`config.mk`:
```
export PLATFORM = sky130hd
export DESIGN_NAME = sec_tgt_admit
export DESIGN_NICKNAME = d
export VERILOG_FILES = /design/src/rtl/sta_pkg.sv /design/src/rtl/sta_tag_table.sv /design/src/rtl/sta_starve_guard.sv /design/src/rtl/sta_decide.sv /design/src/rtl/sec_tgt_admit.sv
export SDC_FILE = /design/constraint.sdc
export NUM_CORES = 1
export LEC_CHECK = 0
export BUFFER_PORTS_ARGS = -buffer_cell sky130_fd_sc_hd__buf_2
export CAP_MARGIN = 20
export CORE_ASPECT_RATIO = 0.5
export CORE_UTILIZATION = 40
export CTS_CLUSTER_DIAMETER = 30
export DETAILED_ROUTE_END_ITERATION = 10
export GPL_TIMING_DRIVEN = 0
export SLEW_MARGIN = 20
export SYNTH_ARGS = -nofsm -noshare
export SYNTH_HDL_FRONTEND = slang
export SYNTH_SLANG_ARGS = --single-unit
```
`constraint.sdc`:
```
create_clock -name clk -period 5.4 [get_ports clk]
set_input_delay 1.08 -clock clk [delete_from_list [all_inputs] [get_ports clk]]
set_output_delay 1.08 -clock clk [all_outputs]
set_load 0.02 [all_outputs]
```
`src/rtl/sta_pkg.sv`:
```
package sta_pkg;

  typedef struct packed {
    logic accept;
    logic retry;
    logic enq;
    logic retire;
  } sta_verdict_t;

  // Lock or CSR hazard: blocks any request before table or buffer checks.
  function automatic logic global_block(logic lock_held, logic req_csr, logic csr_busy);
    return lock_held | (req_csr & csr_busy);
  endfunction

  // Read decision once the table lookup is known.
  function automatic sta_verdict_t rd_verdict(logic blocked, logic hit, logic hit_done,
                                              logic ord_pending, logic full);
    sta_verdict_t v;
    v = '0;
    if (blocked) begin
      v.retry = 1'b1;
    end else if (hit) begin
      if (hit_done && !ord_pending) begin
        v.accept = 1'b1;
        v.retire = 1'b1;
      end else begin
        v.retry = 1'b1;
      end
    end else begin
      v.retry = 1'b1;
      v.enq   = !full;
    end
    return v;
  endfunction

  // Write decision: any single blocking reason forces retry.
  function automatic sta_verdict_t wr_verdict(logic blocked, logic pw_full, logic starve_block);
    sta_verdict_t v;
    v        = '0;
    v.retry  = blocked | pw_full | starve_block;
    v.accept = !v.retry;
    return v;
  endfunction

endpackage

```
`src/rtl/sta_tag_table.sv`:
```
module sta_tag_table #(
  parameter int DQ_DEPTH = 4,
  parameter int ID_W     = 4,
  parameter int ADDR_W   = 16,
  parameter int SLOT_W   = (DQ_DEPTH > 1) ? $clog2(DQ_DEPTH) : 1
) (
  input  logic                clk,
  input  logic                rst_n,
  input  logic [ADDR_W-1:0]   lk_addr,
  input  logic [ID_W-1:0]     lk_id,
  input  logic [DQ_DEPTH-1:0] dq_done,
  input  logic                fill_en,
  input  logic                free_en,
  output logic                hit,
  output logic                hit_done,
  output logic [SLOT_W-1:0]   hit_slot,
  output logic                full,
  output logic [SLOT_W-1:0]   free_slot,
  output logic [DQ_DEPTH-1:0] slot_vld
);

  logic [DQ_DEPTH-1:0] vld_q;
  logic [ADDR_W-1:0]   addr_q [DQ_DEPTH];
  logic [ID_W-1:0]     id_q   [DQ_DEPTH];
  logic [DQ_DEPTH-1:0] hit_vec;

  for (genvar g = 0; g < DQ_DEPTH; g++) begin : g_slot
    assign hit_vec[g] = vld_q[g] && (addr_q[g] == lk_addr) && (id_q[g] == lk_id);

    always_ff @(posedge clk) begin
      if (!rst_n) begin
        vld_q[g]  <= 1'b0;
        addr_q[g] <= '0;
        id_q[g]   <= '0;
      end else if (fill_en && (free_slot == SLOT_W'(g))) begin
        vld_q[g]  <= 1'b1;
        addr_q[g] <= lk_addr;
        id_q[g]   <= lk_id;
      end else if (free_en && (hit_slot == SLOT_W'(g))) begin
        vld_q[g]  <= 1'b0;
      end
    end
  end

  always_comb begin
    hit_slot = '0;
    for (int i = DQ_DEPTH - 1; i >= 0; i--) begin
      if (hit_vec[i]) hit_slot = SLOT_W'(i);
    end
  end

  always_comb begin
    free_slot = '0;
    for (int i = DQ_DEPTH - 1; i >= 0; i--) begin
      if (!vld_q[i]) free_slot = SLOT_W'(i);
    end
  end

  assign hit      = |hit_vec;
  assign hit_done = |(hit_vec & dq_done);
  assign full     = &vld_q;
  assign slot_vld = vld_q;

endmodule

```
`src/rtl/sta_starve_guard.sv`:
```
module sta_starve_guard #(
  parameter int ID_W = 4
) (
  input  logic            clk,
  input  logic            rst_n,
  input  logic            arm,
  input  logic [ID_W-1:0] arm_id,
  input  logic            release_i,
  output logic            own_vld,
  output logic [ID_W-1:0] own_id
);

  always_ff @(posedge clk) begin
    if (!rst_n) begin
      own_vld <= 1'b0;
      own_id  <= '0;
    end else if (release_i) begin
      own_vld <= 1'b0;
    end else if (arm && !own_vld) begin
      own_vld <= 1'b1;
      own_id  <= arm_id;
    end
  end

endmodule

```
`src/rtl/sta_decide.sv`:
```
module sta_decide
  import sta_pkg::*;
#(
  parameter int ID_W = 4
) (
  input  logic            req_valid,
  input  logic            req_wr,
  input  logic            req_csr,
  input  logic [ID_W-1:0] req_id,
  input  logic            pw_full,
  input  logic            ord_pending,
  input  logic            csr_busy,
  input  logic            lock_held,
  input  logic            hit,
  input  logic            hit_done,
  input  logic            full,
  input  logic            own_vld,
  input  logic [ID_W-1:0] own_id,
  output sta_verdict_t    verdict,
  output logic            arm,
  output logic            release_o
);

  logic         blocked;
  logic         starve_block;
  sta_verdict_t rd_v;
  sta_verdict_t wr_v;

  assign blocked      = global_block(lock_held, req_csr, csr_busy);
  assign starve_block = own_vld && (own_id != req_id);
  assign rd_v         = rd_verdict(blocked, hit, hit_done, ord_pending, full);
  assign wr_v         = wr_verdict(blocked, pw_full, starve_block);

  always_comb begin
    verdict = '0;
    if (req_valid) verdict = req_wr ? wr_v : rd_v;
  end

  assign arm       = req_valid && req_wr && wr_v.retry;
  assign release_o = req_valid && req_wr && wr_v.accept && own_vld && (own_id == req_id);

endmodule

```
`src/rtl/sec_tgt_admit.sv`:
```
module sec_tgt_admit
  import sta_pkg::*;
#(
  parameter int DQ_DEPTH = 4,
  parameter int ID_W     = 4,
  parameter int ADDR_W   = 16,
  parameter int SLOT_W   = (DQ_DEPTH > 1) ? $clog2(DQ_DEPTH) : 1
) (
  input  logic                clk,
  input  logic                rst_n,
  input  logic                req_valid,
  input  logic                req_wr,
  input  logic                req_csr,
  input  logic [ID_W-1:0]     req_id,
  input  logic [ADDR_W-1:0]   req_addr,
  input  logic                pw_full,
  input  logic [DQ_DEPTH-1:0] dq_done,
  input  logic                ord_pending,
  input  logic                csr_busy,
  input  logic                lock_held,
  output logic                rsp_valid,
  output logic                rsp_accept,
  output logic                rsp_retry,
  output logic [SLOT_W-1:0]   rsp_slot,
  output logic                enq_stb,
  output logic [SLOT_W-1:0]   enq_slot,
  output logic [ID_W-1:0]     enq_id,
  output logic [ADDR_W-1:0]   enq_addr
);

  // named internal events, also used by the bound checker
  logic                rd_hit;
  logic                rd_hit_done;
  logic [SLOT_W-1:0]   rd_hit_slot;
  logic                tbl_full;
  logic [SLOT_W-1:0]   tbl_free_slot;
  logic [DQ_DEPTH-1:0] tbl_vld;
  logic                own_vld;
  logic [ID_W-1:0]     own_id;
  logic                guard_arm;
  logic                guard_rel;
  sta_verdict_t        verdict;

  sta_tag_table #(
    .DQ_DEPTH(DQ_DEPTH), .ID_W(ID_W), .ADDR_W(ADDR_W), .SLOT_W(SLOT_W)
  ) u_table (
    .clk      (clk),
    .rst_n    (rst_n),
    .lk_addr  (req_addr),
    .lk_id    (req_id),
    .dq_done  (dq_done),
    .fill_en  (verdict.enq),
    .free_en  (verdict.retire),
    .hit      (rd_hit),
    .hit_done (rd_hit_done),
    .hit_slot (rd_hit_slot),
    .full     (tbl_full),
    .free_slot(tbl_free_slot),
    .slot_vld (tbl_vld)
  );

  sta_starve_guard #(.ID_W(ID_W)) u_guard (
    .clk      (clk),
    .rst_n    (rst_n),
    .arm      (guard_arm),
    .arm_id   (req_id),
    .release_i(guard_rel),
    .own_vld  (own_vld),
    .own_id   (own_id)
  );

  sta_decide #(.ID_W(ID_W)) u_decide (
    .req_valid  (req_valid),
    .req_wr     (req_wr),
    .req_csr    (req_csr),
    .req_id     (req_id),
    .pw_full    (pw_full),
    .ord_pending(ord_pending),
    .csr_busy   (csr_busy),
    .lock_held  (lock_held),
    .hit        (rd_hit),
    .hit_done   (rd_hit_done),
    .full       (tbl_full),
    .own_vld    (own_vld),
    .own_id     (own_id),
    .verdict    (verdict),
    .arm        (guard_arm),
    .release_o  (guard_rel)
  );

  always_ff @(posedge clk) begin
    if (!rst_n) begin
      rsp_valid  <= 1'b0;
      rsp_accept <= 1'b0;
      rsp_retry  <= 1'b0;
      rsp_slot   <= '0;
      enq_stb    <= 1'b0;
      enq_slot   <= '0;
      enq_id     <= '0;
      enq_addr   <= '0;
    end else begin
      rsp_valid  <= req_valid;
      rsp_accept <= verdict.accept;
      rsp_retry  <= verdict.retry;
      rsp_slot   <= verdict.retire ? rd_hit_slot : '0;
      enq_stb    <= verdict.enq;
      enq_slot   <= verdict.enq ? tbl_free_slot : '0;
      enq_id     <= verdict.enq ? req_id : '0;
      enq_addr   <= verdict.enq ? req_addr : '0;
    end
  end

endmodule

```
==> impl_metrics.yaml <==
run_status:
  status: "complete, no violations"
floorplan:
  die_w_um: 169.1
  coreArea_sq_um: 13590
  num_rows: 30
  initial_core_util: 0.4110
  die_h_um: 85.56
  die-area_sq_um: 14470
  io_pins: 61
critical_path:
  r2r_slack_ns: 2.52
  endpoint_kind: "register"
  crit_family: "compound AO/OA/AOI/OAI gates"
  cp.buffers_inverters: 2
  cpPeakStageDelay_ns: 0.77
  crit_chain: "buf_2 > buf_2 > xnor2_1 > nand4_1 > nor4_2 > a32oi_1 > a2111oi_0 > o22ai_1"
  setup.worst_path.start_class: "input port"
  cp_max_fo: 10
  critPathSlowestCell: "a2111oi_0"
  worstPathRequired_ns: 5.65
  arrival_ns: 3.76
  crit_type: "input port to register"
  cpMostUsedCell: "buf_2"
synthesis:
  synth_simple_gate_area_frac: 0.2146
  ys_types: 52
  synth_nets: 537
  synth_top_family_by_area: "simple AND/OR/NAND/NOR gates"
  yosysTopAreaCell: "edfxtp_1"
  seq_area_frac_synth: 0.5627
  synth-edff-count: 80
  synth-main-ff-cell: "edfxtp_1"
  syn-instance-count: 504
  ys_seq_elements: 117
  ys_warn_count: 0
  synth_compound_area_frac: 0.04301
  synth.most_common_cell: "edfxtp_1"
  synth_top_cells_by_count: "80 x edfxtp_1, 67 x xnor2_1, 52 x nand2_1, 52 x nor2_1, 38 x and2_1"
  yosys-top-cells-area: "edfxtp_1 43%, dfxtp_1 13%, xnor2_1 11%"
  synth.area.mux_share: 0.007168
  async_flop_share: 0
  synth_top_area_frac: 0.4301
  synthXorXnorAreaFrac: 0.1317
  syn_area_sq_um: 5585
  syn_avg_cell_area_sq_um: 11.08
  synthAdderAreaFrac: 0
grt:
  antenna_found_initial: 0
  grt_pass1_wl_mm: 21.80
  grt_use_total: 0.2115
  grt_overflow_total: 0
  grt_max_degree: 17
  grt_pass1_vias: 3747
cts:
  numCtsBuffers: 17
  clock_path_buffers: 2
  cts.repair.resized: 0
  numClockSinks: 117
  clock-root-buffer: "clkbuf_16"
  cts_tree: "done"
  post_cts_buffers: 0
  ctsHoldBuffers: 0
  worstSkewPairLatency_ns: 0.42
  htree_levels: 4
  clk_pin_slew_worst_paths_ns: 0.05
worst_hold_path:
  min-delay-path-class: "register to register"
layout:
  area_growth_pct: 19.40
  nNetsFinal: 603
  fillCellCount: 1262
  antenna_cells: 0
  drive_above_1_share: 0.2024
power:
  leakagePower_uw: 0.002451
  vdd_drop_max_v: 0.0001773
  p_per_area_nw_per_um2: 333.5
  power.total_uw: 2224
place:
  port_buffers: 43
  hpwl_mm: 9.831
  place_congestion: 0.8357
timing:
  worst_clock_skew_ns: 0.01508
  fin_setup_tns_ns: 0
  rsz0062_at_grt: "false"
  fin_crit_sh: 0.6490
  slew_headroom: 0.4067
  hold_viol: 0
  worstMarginPinSlew_ns: 0.8827
  slew_viol_final: 0
  min_period_ns: 3.505
  fmaxAchievable_mhz: 285.3
  setup_viol: 0
routing:
  via_per_inst: 5.164
  wire_per_inst_um: 18.49
  finalWirelength_mm: 14.33
  drc: 0
  via_count: 4002
  first_pass_iters: 5
  first_iter_violations: 355
  ant_nets: 0
flow_run:
  max_cap_viol_count: 0
==> flip-flops by register name (all words and copies together) (netlist names) <==
register	flops
u_table.addr_q	64
enq_addr	16
u_table.id_q	16
enq_id	4
u_guard.own_id	4
u_table.slot_vld	4
enq_slot	2
rsp_slot	2
enq_stb	1
rsp_accept	1
rsp_retry	1
rsp_valid	1
u_guard.own_vld	1
==> stage by stage <==
stage,hold WS [ns],cells,utilization,area (sq um),setup WS (ns)
final,0.5230,775,0.4908,6669,1.895
after global routing,0.5436,775,0.4908,6669,1.837
after CTS,0.5238,775,0.4903,6663,1.615
after detailed placement,0.5099,743,0.4500,6115,1.191
after global placement,0.4941,739,0.4446,6041,0.1480
after floorplan,0.4592,504,-,5585,1.353
==> kinds of logic after synthesis <==
family / after synthesis
buffers and inverters: 44
AND/OR/NAND/NOR: 224
AO/OA/AOI/OAI: 31
multiplexers: 4
XOR/XNOR: 84
flip-flops: 117
==> where the power goes <==
| part | leakage, uW | switching, uW | internal (uW) | total [uW] |
|---|---|---|---|---|
| combinational | 0.00104 | 112 | 68.8 | 181 |
| clock | 0.000280 | 398 | 647 | 1050 |
| sequential | 0.00113 | 12.7 | 986 | 998 |
| total | 0.00245 | 523 | 1700 | 2220 |
==> cell type report <==
class | instances | area, sq um | area share
flip-flops and latches | 117 | 3143 | 0.4713
multi-input cells | 343 | 2242 | 0.3362
clock buffers | 24 | 503.0 | 0.07542
repair buffers | 47 | 267.8 | 0.04015
well taps | 192 | 240.2 | 0.03602
plain buffers | 38 | 205.2 | 0.03077
clock inverters | 8 | 45.04 | 0.006754
inverters | 6 | 22.52 | 0.003377
==> path summary, 6_finish.rpt <==
check / from / to / cells after the start
worst min register to register: u_guard.own_id[0] / u_guard.own_id[0] / 2
worst max register to register: u_table.addr_q[0][21] / u_table.slot_vld[3] / 6
worst max-delay path: req_id[0] / u_table.slot_vld[3] / 8
worst min-delay path: u_guard.own_id[0] / u_guard.own_id[0] / 2
==> cells in the final DEF (no fill, tap or decap), types with 2 or more instances in the layout <==
| master | synthesis | final |
|---|---|---|
| buf_8 | 0 | 2 |
| nand2_1 | 52 | 52 |
| a32oi_1 | 2 | 2 |
| o21ai_2 | 0 | 4 |
| clkbuf_8 | 0 | 3 |
| mux2i_1 | 4 | 4 |
| and2_2 | 2 | 2 |
| nor3_1 | 7 | 7 |
| a21oi_1 | 2 | 2 |
| nor3b_1 | 19 | 19 |
| nor2_1 | 52 | 52 |
| inv_4 | 0 | 4 |
| o22ai_1 | 3 | 3 |
| buf_6 | 5 | 7 |
| xor2_1 | 17 | 17 |
| dfxtp_1 | 37 | 37 |
| and3_1 | 3 | 3 |
| a2111oi_0 | 2 | 2 |
| clkinv_2 | 0 | 4 |
| or2_2 | 2 | 2 |
| nor4_1 | 10 | 8 |
| clkbuf_16 | 0 | 18 |
| clkbuf_1 | 13 | 16 |
| xnor2_1 | 67 | 67 |
| inv_1 | 5 | 5 |
| buf_2 | 20 | 63 |
| nand3_1 | 5 | 5 |
| nand4_1 | 18 | 18 |
| a211oi_1 | 3 | 3 |
| and2_1 | 38 | 38 |
| nor2b_1 | 2 | 2 |
| nor4_2 | 0 | 2 |
| and4_1 | 3 | 3 |
| or3_1 | 3 | 3 |
| edfxtp_1 | 80 | 80 |
==> per-layer routing <==
| metal | routed length [um] | share of wire | GRT usage |
|---|---|---|---|
| met5 | 0 | 0 | 0 |
| met4 | 238 | 0.017 | 0.09173 |
| met3 | 959 | 0.067 | 0.04799 |
| met2 | 6035 | 0.42 | 0.2986 |
| met1 | 7100 | 0.50 | 0.3102 |
==> worst reg2reg max path: cells and delay by family (launching register included) <==
kind	cells	cell delay [ns]
compound gates	3	1.31
xor+xnor	1	0.16
flops	1	0.38
simple gates	2	0.87
Power figures use the tool's default switching activity.
